[config.mk]
export PLATFORM = sky130hd
export DESIGN_NAME = wdg_keyed_rst
export DESIGN_NICKNAME = d
export VERILOG_FILES = /design/src/rtl/wdg_keyed_pkg.sv /design/src/rtl/wdg_rst_sync.sv /design/src/rtl/wdg_reg_if.sv /design/src/rtl/wdg_tick_gen.sv /design/src/rtl/wdg_countdown.sv /design/src/rtl/wdg_keyed_rst.sv
export SDC_FILE = /design/constraint.sdc
export NUM_CORES = 1
export LEC_CHECK = 0
export ABC_AREA = 0
export BUFFER_PORTS_ARGS = -buffer_cell sky130_fd_sc_hd__buf_2
export CAP_MARGIN = 15
export CORE_MARGIN = 2
export CORE_UTILIZATION = 38
export DETAILED_ROUTE_END_ITERATION = 6
export PLACE_DENSITY = 0.62
export SKIP_CTS_REPAIR_TIMING = 1
export SLEW_MARGIN = 15
export SYNTH_ARGS = -nofsm -noshare
export SYNTH_HDL_FRONTEND = slang
export SYNTH_SLANG_ARGS = --single-unit
export TNS_END_PERCENT = 20
[constraint.sdc]
create_clock -name clk -period 2.5 [get_ports clk]
set_clock_uncertainty 0.05 [all_clocks]
set_input_delay 0.375 -clock clk [delete_from_list [all_inputs] [get_ports clk]]
set_output_delay 0.375 -clock clk [all_outputs]
set_load 0.02 [all_outputs]
[src/rtl/wdg_keyed_pkg.sv]
package wdg_keyed_pkg;

  localparam int unsigned DATA_W = 32;
  localparam int unsigned ADDR_W = 8;
  localparam int unsigned KEY_LO = 24;

  localparam logic [7:0] WR_KEY = 8'h5A;

  localparam logic [ADDR_W-1:0] OFS_CTRL = 8'h1C;
  localparam logic [ADDR_W-1:0] OFS_STS  = 8'h20;
  localparam logic [ADDR_W-1:0] OFS_CNT  = 8'h24;

  localparam int unsigned CFG_LO        = 4;
  localparam int unsigned CFG_HI        = 5;
  localparam int unsigned RUN_BIT       = 5;
  localparam int unsigned STS_FIRED_BIT = 6;

  typedef enum logic [1:0] {
    SEL_NONE,
    SEL_CTRL,
    SEL_STS,
    SEL_CNT
  } reg_sel_e;

  function automatic reg_sel_e decode_ofs(input logic [ADDR_W-1:0] ofs);
    reg_sel_e sel;
    case (ofs)
      OFS_CTRL: sel = SEL_CTRL;
      OFS_STS:  sel = SEL_STS;
      OFS_CNT:  sel = SEL_CNT;
      default:  sel = SEL_NONE;
    endcase
    return sel;
  endfunction

endpackage

[src/rtl/wdg_rst_sync.sv]
module wdg_rst_sync #(
  parameter int unsigned STAGES = 2
) (
  input  logic clk,
  input  logic rst_n,
  output logic arst_n
);

  logic [STAGES-1:0] sync_q;
  logic [STAGES-1:0] sync_d;

  always_comb begin
    sync_d = {sync_q[STAGES-2:0], 1'b1};
  end

  always_ff @(posedge clk or negedge rst_n) begin
    if (!rst_n) begin
      sync_q <= '0;
    end else begin
      sync_q <= sync_d;
    end
  end

  assign arst_n = sync_q[STAGES-1];

endmodule

[src/rtl/wdg_reg_if.sv]
module wdg_reg_if
  import wdg_keyed_pkg::*;
#(
  parameter int unsigned CNT_W  = 20,
  parameter int unsigned CTRL_W = 24,
  parameter int unsigned STS_W  = 12
) (
  input  logic                clk,
  input  logic                arst_n,
  input  logic                bus_wr,
  input  logic                bus_rd,
  input  logic [ADDR_W-1:0]   bus_addr,
  input  logic [DATA_W-1:0]   bus_wdata,
  input  logic                expire,
  input  logic [CNT_W-1:0]    count,
  output logic [DATA_W-1:0]   bus_rdata,
  output logic                bus_rvalid,
  output logic [CTRL_W-1:0]   ctrl_q,
  output logic [STS_W-1:0]    sts_q,
  output logic                armed,
  output logic                cnt_load,
  output logic [CNT_W-1:0]    cnt_load_val
);

  reg_sel_e            sel;
  logic                key_ok;
  logic                ctrl_we;
  logic                sts_we;
  logic                ctrl_en;
  logic                sts_en;
  logic [CTRL_W-1:0]   ctrl_d;
  logic [STS_W-1:0]    sts_d;
  logic [DATA_W-1:0]   rdata_d;
  logic [DATA_W-1:0]   rdata_q;
  logic                rvalid_q;

  // Write decode: the key gates every register update
  always_comb begin
    sel          = decode_ofs(bus_addr);
    key_ok       = (bus_wdata[DATA_W-1:KEY_LO] == WR_KEY);
    ctrl_we      = bus_wr && key_ok && (sel == SEL_CTRL);
    sts_we       = bus_wr && key_ok && (sel == SEL_STS);
    cnt_load     = bus_wr && key_ok && (sel == SEL_CNT);
    cnt_load_val = bus_wdata[CNT_W-1:0];
  end

  // Control next state: expiry overrides the config field
  always_comb begin
    ctrl_en = ctrl_we || expire;
    ctrl_d  = ctrl_q;
    if (ctrl_we) begin
      ctrl_d = bus_wdata[CTRL_W-1:0];
    end
    if (expire) begin
      ctrl_d[CFG_HI:CFG_LO] = 2'b00;
    end
  end

  // Status next state: expiry forces the fired flag
  always_comb begin
    sts_en = sts_we || expire;
    sts_d  = sts_q;
    if (sts_we) begin
      sts_d = bus_wdata[STS_W-1:0];
    end
    if (expire) begin
      sts_d[STS_FIRED_BIT] = 1'b1;
    end
  end

  // Read mux, key not required
  always_comb begin
    case (sel)
      SEL_CTRL: rdata_d = DATA_W'(ctrl_q);
      SEL_STS:  rdata_d = DATA_W'(sts_q);
      SEL_CNT:  rdata_d = DATA_W'(count);
      default:  rdata_d = '0;
    endcase
  end

  always_ff @(posedge clk or negedge arst_n) begin
    if (!arst_n) begin
      ctrl_q <= '0;
    end else if (ctrl_en) begin
      ctrl_q <= ctrl_d;
    end
  end

  always_ff @(posedge clk or negedge arst_n) begin
    if (!arst_n) begin
      sts_q <= '0;
    end else if (sts_en) begin
      sts_q <= sts_d;
    end
  end

  always_ff @(posedge clk or negedge arst_n) begin
    if (!arst_n) begin
      rvalid_q <= 1'b0;
    end else begin
      rvalid_q <= bus_rd;
    end
  end

  always_ff @(posedge clk or negedge arst_n) begin
    if (!arst_n) begin
      rdata_q <= '0;
    end else if (bus_rd) begin
      rdata_q <= rdata_d;
    end
  end

  assign armed      = ctrl_q[RUN_BIT];
  assign bus_rdata  = rvalid_q ? rdata_q : '0;
  assign bus_rvalid = rvalid_q;

endmodule

[src/rtl/wdg_tick_gen.sv]
module wdg_tick_gen #(
  parameter int unsigned TICK_DIV = 4
) (
  input  logic clk,
  input  logic arst_n,
  input  logic run,
  input  logic restart,
  output logic tick
);

  generate
    if (TICK_DIV == 1) begin : g_pass
      assign tick = run && !restart;
    end else begin : g_div
      localparam int unsigned PW = $clog2(TICK_DIV);
      localparam logic [PW-1:0] LAST = PW'(TICK_DIV - 1);

      logic [PW-1:0] pre_q;
      logic [PW-1:0] pre_d;
      logic          at_last;

      always_comb begin
        at_last = (pre_q == LAST);
        if (!run || restart) begin
          pre_d = '0;
        end else if (at_last) begin
          pre_d = '0;
        end else begin
          pre_d = pre_q + PW'(1);
        end
      end

      always_ff @(posedge clk or negedge arst_n) begin
        if (!arst_n) begin
          pre_q <= '0;
        end else begin
          pre_q <= pre_d;
        end
      end

      assign tick = run && !restart && at_last;
    end
  endgenerate

endmodule

[src/rtl/wdg_countdown.sv]
module wdg_countdown #(
  parameter int unsigned CNT_W      = 20,
  parameter int unsigned RST_CYCLES = 8
) (
  input  logic             clk,
  input  logic             arst_n,
  input  logic             run,
  input  logic             tick,
  input  logic             load,
  input  logic [CNT_W-1:0] load_val,
  output logic [CNT_W-1:0] count,
  output logic             expire,
  output logic             wdog_rst
);

  localparam int unsigned RW = $clog2(RST_CYCLES + 1);
  localparam logic [RW-1:0] PULSE_LEN = RW'(RST_CYCLES);

  logic [CNT_W-1:0] cnt_q;
  logic [CNT_W-1:0] cnt_d;
  logic             cnt_en;
  logic [RW-1:0]    pulse_q;
  logic [RW-1:0]    pulse_d;
  logic             pulse_en;
  logic             at_zero;

  always_comb begin
    at_zero = (cnt_q == '0);
    expire  = run && at_zero;
  end

  // Count: a reload beats a tick
  always_comb begin
    cnt_en = load || (tick && !at_zero);
    if (load) begin
      cnt_d = load_val;
    end else begin
      cnt_d = cnt_q - CNT_W'(1);
    end
  end

  // Reset pulse length counter
  always_comb begin
    pulse_en = expire || (pulse_q != '0);
    if (expire) begin
      pulse_d = PULSE_LEN;
    end else begin
      pulse_d = pulse_q - RW'(1);
    end
  end

  always_ff @(posedge clk or negedge arst_n) begin
    if (!arst_n) begin
      cnt_q <= '0;
    end else if (cnt_en) begin
      cnt_q <= cnt_d;
    end
  end

  always_ff @(posedge clk or negedge arst_n) begin
    if (!arst_n) begin
      pulse_q <= '0;
    end else if (pulse_en) begin
      pulse_q <= pulse_d;
    end
  end

  assign count    = cnt_q;
  assign wdog_rst = (pulse_q != '0);

endmodule

[src/rtl/wdg_keyed_rst.sv]
module wdg_keyed_rst
  import wdg_keyed_pkg::*;
#(
  parameter int unsigned TICK_DIV   = 4,
  parameter int unsigned RST_CYCLES = 8,
  parameter int unsigned CNT_W      = 20,
  parameter int unsigned CTRL_W     = 24,
  parameter int unsigned STS_W      = 12
) (
  input  logic        clk,
  input  logic        rst_n,
  input  logic        bus_wr,
  input  logic        bus_rd,
  input  logic [7:0]  bus_addr,
  input  logic [31:0] bus_wdata,
  output logic [31:0] bus_rdata,
  output logic        bus_rvalid,
  output logic        wdog_rst_o
);

  logic              arst_n;
  logic              armed;
  logic              expire;
  logic              tick;
  logic              cnt_load;
  logic [CNT_W-1:0]  cnt_load_val;
  logic [CNT_W-1:0]  count;
  logic [CTRL_W-1:0] ctrl_q;
  logic [STS_W-1:0]  sts_q;

  wdg_rst_sync #(
    .STAGES (2)
  ) u_sync (
    .clk    (clk),
    .rst_n  (rst_n),
    .arst_n (arst_n)
  );

  wdg_reg_if #(
    .CNT_W  (CNT_W),
    .CTRL_W (CTRL_W),
    .STS_W  (STS_W)
  ) u_regs (
    .clk          (clk),
    .arst_n       (arst_n),
    .bus_wr       (bus_wr),
    .bus_rd       (bus_rd),
    .bus_addr     (bus_addr),
    .bus_wdata    (bus_wdata),
    .expire       (expire),
    .count        (count),
    .bus_rdata    (bus_rdata),
    .bus_rvalid   (bus_rvalid),
    .ctrl_q       (ctrl_q),
    .sts_q        (sts_q),
    .armed        (armed),
    .cnt_load     (cnt_load),
    .cnt_load_val (cnt_load_val)
  );

  wdg_tick_gen #(
    .TICK_DIV (TICK_DIV)
  ) u_tick (
    .clk     (clk),
    .arst_n  (arst_n),
    .run     (armed),
    .restart (cnt_load),
    .tick    (tick)
  );

  wdg_countdown #(
    .CNT_W      (CNT_W),
    .RST_CYCLES (RST_CYCLES)
  ) u_cnt (
    .clk      (clk),
    .arst_n   (arst_n),
    .run      (armed),
    .tick     (tick),
    .load     (cnt_load),
    .load_val (cnt_load_val),
    .count    (count),
    .expire   (expire),
    .wdog_rst (wdog_rst_o)
  );

endmodule

== Word-level counts from Yosys, hierarchy flattened ==
Index checks and enable logic that the tools add are counted.
Operators by class
  $add $sub $neg: 3
  equal/unequal tests: 8
  muxes and demuxes: 11
  reductions and logical operators: 24
Operators with widths (number)
  24-bit one-hot mux with 3 select lines: 1
  32-bit 2-to-1 mux: 1
  20-bit zero test: 1
  20-bit 2-to-1 mux: 1
  20-bit by 1-bit subtractor with 20-bit output, second input constant: 1
  8-bit by 6-bit equality test with 1-bit output, second input constant: 2
  8-bit by 5-bit equality test with 1-bit output, second input constant: 1
  8-bit by 7-bit equality test with 1-bit output, second input constant: 1
  1-bit logical AND: 8
  2-bit AND reduction: 4
  7-bit 2-to-1 mux: 1
  2-bit equality test, second input constant: 3
  2-bit 2-to-1 mux: 3
  6-bit 2-to-1 mux: 1
  2-bit one-hot mux with 3 select lines: 1
  1-bit logical OR: 5
  4-bit 2-to-1 mux: 1
  2-bit nonzero test: 2
  4-bit nonzero test: 1
  4-bit by 1-bit subtractor with 4-bit output, second input constant: 1
  1-bit zero test: 3
  2-bit by 1-bit adder with 2-bit output, second input constant: 1
  2-bit by 1-bit equality test with 1-bit output, second input constant: 1
  1-bit 2-to-1 mux: 1
Storage, ports and cells
  flip-flop bits (word level): 97
  output and inout port bits: 34
  word-level logic and storage cells: 56

== Longest topological paths before layout ==
  word-level depth: 9
  depth in mapped cells: 7

== Cells and area by module ==
Synthesis repeated with hierarchy kept, for this count alone.
Unflattened totals
  cell total of the unflattened synthesis: 426
  area, all modules: 4663.2 um2
Modules (own cells, without submodules)
  wdg_reg_if: times used 1, cells an instance 258, area an instance 3062.9 um2, sequential area each 1526.5 um2
  wdg_countdown: times used 1, cells an instance 159, area an instance 1451.4 um2, sequential area each 600.6 um2
  wdg_tick_gen: times used 1, cells an instance 6, area an instance 95.1 um2, sequential area each 50.0 um2
  wdg_rst_sync: times used 1, cells an instance 3, area an instance 53.8 um2, sequential area each 50.0 um2

== Worst setup path before layout ==
OpenSTA, ideal clock, no wires.
  kind: register to register
  from: register u_cnt.cnt_q[5], in the netlist u_cnt.count[5]
  to: register u_cnt.cnt_q[1], in the netlist u_cnt.count[1]
  library setup time: 0.125 ns
  arrival time: 2.160 ns
  data required time: 2.325 ns
  setup slack: 0.165 ns
  cell stages (with the launch flop): 7
  clock period less this slack: 2.335 ns
  cells stage by stage: dfrtp_1 -> or4_4 -> or4_4 -> buf_6 -> o211ai_4 -> mux2i_1 -> mux2_4
On the way
  cells in the longest elaborated chain, start to end: 4
Ends and longest elaborated chain
  start, declared: RTL line wdg_countdown.sv:19  | logic [CNT_W-1:0] cnt_q;
  start signal, assigned: RTL line wdg_countdown.sv:56  | cnt_q <= cnt_d;
  20-bit zero test: RTL line wdg_countdown.sv:28  | at_zero = (cnt_q == '0);
  1-bit zero test: RTL line wdg_countdown.sv:34  | cnt_en = load || (tick && !at_zero);
  1-bit logical AND: RTL line wdg_countdown.sv:34
  1-bit logical OR: RTL line wdg_countdown.sv:34
Every way passes these cells.
A chain may end at the register's enable or synchronous reset.

== Final worst setup path ==
  from: register u_cnt.cnt_q[5], in the netlist u_cnt.count[5]
  to: register u_cnt.cnt_q[4], in the netlist u_cnt.count[4]
Same word-level chain as after synthesis.

==> impl_results.md <==
* Seq/Total Area, Yosys at between 50% and 60%
* Status: completed
* EDFF count, synth at 0
* CP peak stage delay at 0.60 ns
* HP Class: primary input to flop
* # IOs at between 70 and 80
* Syn avg cell area at 10.7 sq um
* Worst reg2reg path startpoint: u_cnt.count[5]$_DFFE_PN0P_
* Root buffer cell: clkbuf_16
* Routed len/inst at roughly 16 um
* Reg power frac at 48.0%
* Clock Path Buffers at 2
* Ratio of cells with drive above 1 in the final layout at a little under a third
* Critical Path AT at 2.53 ns
* Vias in the first global route at 3442
* Placed Area at between 5000 and 6000 sq um
* Synth unique cells at 49
* Initial antenna violation count at 0
* Clock Sinks at 89
* Insertion delay to the later sink of the worst-skew pair at 0.35 ns
* Area contributors post-synth: dfrtp_1 50%, mux2_2 8.7%, nor2_1 4.2%
* Design area at 5340 sq um
* H-tree Lvls at 3
* Die height at 112 um
* Drt first-iter violations at 135
* Critical Path RT at ~2.7 ns
* Drt pass-1 iters at 4
* Fin crit share at 93.9%
* CP bufs+invs at 0
* Worst setup EP type: flop
* # rows at 39
* Comb pwr share at 4.6%
* Syn Std Cell Area at 4410 sq um
* CTS Buf Count at 9
* Largest net degree at the start of global routing at 52
* Final hold violations at 0
* Fmax at approximately 0.43 GHz
* CTS tree: done
* Hold Startpoint: bus_wdata[23]
* Most common flop cell mapped by yosys: dfrtp_1
* ANT cells at 0
* Drt total wl at approximately 10000 um
* Vias per Instance at 5.25
* Critical path class: flop to flop
* YS warnings at 0
* R2R Setup Slk at around 0.15 ns
* Yosys reg bits at between 80 and 90
* CP top delay family: simple AND/OR/NAND/NOR gates
* Pwr per Cell Area at 574 nW/um^2
* Total track usage at 17.4%
* Fin nets at 540
* Area growth from synthesis to layout at 21.0%
* # fillers at 1076
* Crit path from: u_cnt.count[5]$_DFFE_PN0P_
* Lkg Pwr at around 2.4 nW
* Die Wd at around 110 um
* Pins Over Slew Limit at 0
* RSZ-0062 raised after global routing: no
* Setup TNS at 0 ns
* Clk slew on worst S/H paths at 0.06 ns
* Rel. slew slack at 53.4%
* Internal Pwr Total at roughly 0.0024 W
* Area of the die at ~12000 sq um
* Routability congestion estimate at 0.805
* Fin util at 47.0%
* Final setup viols at 0
* Placeable Area at 11400 sq um
* Crit-path cells: or4_4 -> or4_4 -> o21bai_1 -> o21ai_0 -> mux2_2
* Psw at about 0.00066 W
* Clock group share of total power at 47.4%
* Worst VDD drop at approximately 0.00045 V
* Area leader, netlist: dfrtp_1
* Synth top area share at 50.5%
* Vias at around 3400
* Critical path fanouts, max at 7
* Top cell by count, worst path: or4_4
* CP Launch Type: flop
* Switch share at between 20% and 30%
* Post-DP HPWL at 7460 um
* Starting Density at approximately 39%
* Max-Cap Viols at 0
* First-pass GRT wire length at between 15000 and 20000 um
* Ys async rst share at 100%
* Cells after synthesis at 413
* Overall power after layout at 0.00307 W
* Worst slew pin tran at 0.698 ns
* GRT Residual Overflow at 0
* Post-route minimum period at 2.35 ns
* Drc violations at 0
* Post-route ant nets at 0
* Critical path's slowest cell: or4_4
* Port buffer count at 69
==> worst register-to-register path, cell delays in order, from the launching register on <==
cell,delay (ns)
dfrtp_1,0.38
or4_4,0.58
or4_4,0.60
o21bai_1,0.24
o21ai_0,0.11
mux2_2,0.27
==> synth_stat cells, types with 2 or more instances <==
cell type	instances
dfrtp_1	89
nor2_1	49
mux2_2	34
and2_1	25
a21oi_1	21
clkbuf_1	18
a22oi_1	12
o2bb2ai_1	12
inv_1	11
a2bb2oi_1	10
nand3_1	10
o21ai_0	10
nor3_1	9
xor2_1	9
a221oi_1	8
buf_4	8
nand2_1	7
nor4_1	7
xnor2_1	7
mux2i_1	5
ha_1	4
or2_2	4
or4_1	4
buf_2	3
nand4_1	3
nor2b_1	3
or3_1	3
a22o_1	2
conb_1	2
nand3b_1	2
nor3b_1	2
o21bai_1	2
or4_4	2
==> final cells by class <==
| class | count | area (sq um) | area share, % |
|---|---|---|---|
| flip-flops and latches | 89 | 2230 | 41.8 |
| multi-input cells | 290 | 2020 | 37.8 |
| repair buffers | 91 | 551 | 10.3 |
| clock buffers | 12 | 246 | 4.61 |
| well taps | 143 | 179 | 3.35 |
| clock inverters | 4 | 76.3 | 1.43 |
| inverters | 11 | 41.3 | 0.773 |
==> path summary, 6_finish.rpt <==
kind	to	cells past startpoint
worst max-delay path	u_cnt.count[4]$_DFFE_PN0P_	5
worst min-delay path	u_regs.ctrl_q[23]$_DFFE_PN0P_	2
worst max register to register	u_cnt.count[4]$_DFFE_PN0P_	5
worst min register to register	u_regs.ctrl_q[6]$_DFFE_PN0P_	0
max in group asynchronous	u_regs.ctrl_q[14]$_DFFE_PN0P_	1
min in group asynchronous	u_regs.ctrl_q[6]$_DFFE_PN0P_	0
==> sequential cells by signal (all words and copies together) (netlist names) <==
name                count
u_regs.sts_q           12
u_regs.bus_rvalid       1
u_tick.g_div.pre_q      2
u_regs.ctrl_q          24
u_regs.rdata_q         24
u_cnt.count            20
u_sync.sync_q           2
u_cnt.pulse_q           4
==> cells in the final DEF (no fill, tap or decap), types with 3 or more instances in the layout <==
cell type / Yosys / layout
a21oi_1: 21 / 21
a221oi_1: 8 / 8
a22oi_1: 12 / 12
a2bb2oi_1: 10 / 10
and2_1: 25 / 25
buf_12: 0 / 3
buf_2: 3 / 69
buf_4: 8 / 18
clkbuf_16: 0 / 9
conb_1: 2 / 9
dfrtp_1: 89 / 88
ha_1: 4 / 4
inv_1: 11 / 11
mux2_2: 34 / 34
mux2i_1: 5 / 5
nand2_1: 7 / 7
nand3_1: 10 / 10
nand4_1: 3 / 3
nor2_1: 49 / 49
nor2b_1: 3 / 3
nor3_1: 9 / 9
nor4_1: 7 / 7
o21ai_0: 10 / 10
o2bb2ai_1: 12 / 12
or2_2: 4 / 4
or3_1: 3 / 3
or4_1: 4 / 4
xnor2_1: 7 / 7
xor2_1: 9 / 9
==> power groups by stage <==
stage               registers, W   logic, W  clock network [W]
global route             0.00148   0.000157            0.00156
finish                   0.00147   0.000141            0.00145
detailed placement       0.00150   0.000142                  0
CTS                      0.00147   0.000142            0.00149
global placement         0.00150   0.000140                  0
floorplan                0.00150  0.0000700                  0
==> routing by layer <==
metal | share of wire [%] | track usage [%] | vias up
met2 | 47 | 27.3 | 75
met4 | 0.98 | 4.28 | 0
met3 | 5.1 | 5.06 | 10
met1 | 47 | 23.8 | 1647
li1 | - | - | 1627
met5 | 0 | 0 | -
==> cell families after synthesis <==
family / Yosys count / share of synthesized area (%)
flops: 89 / 50.5
compound gates: 83 / 13.6
mux: 40 / 10.2
buf+inv: 41 / 4.42
xor+xnor: 16 / 3.18
fa+ha+maj: 4 / 1.13
simple gates: 138 / 16.9
other cells: 2 / 0.170
==> per-stage QoR <==
stage	instances	setup WS, ns	hold WS [ns]
2_1_floorplan	420	0.165	0.0294
3_5_place_dp	623	0.0696	0.110
6_report	640	0.152	0.220
3_3_place_gp	623	0.128	0.110
5_1_grt	640	0.0435	0.207
4_1_cts	639	0.153	-0.257
Note: power is estimated with default switching activity, not from simulation.
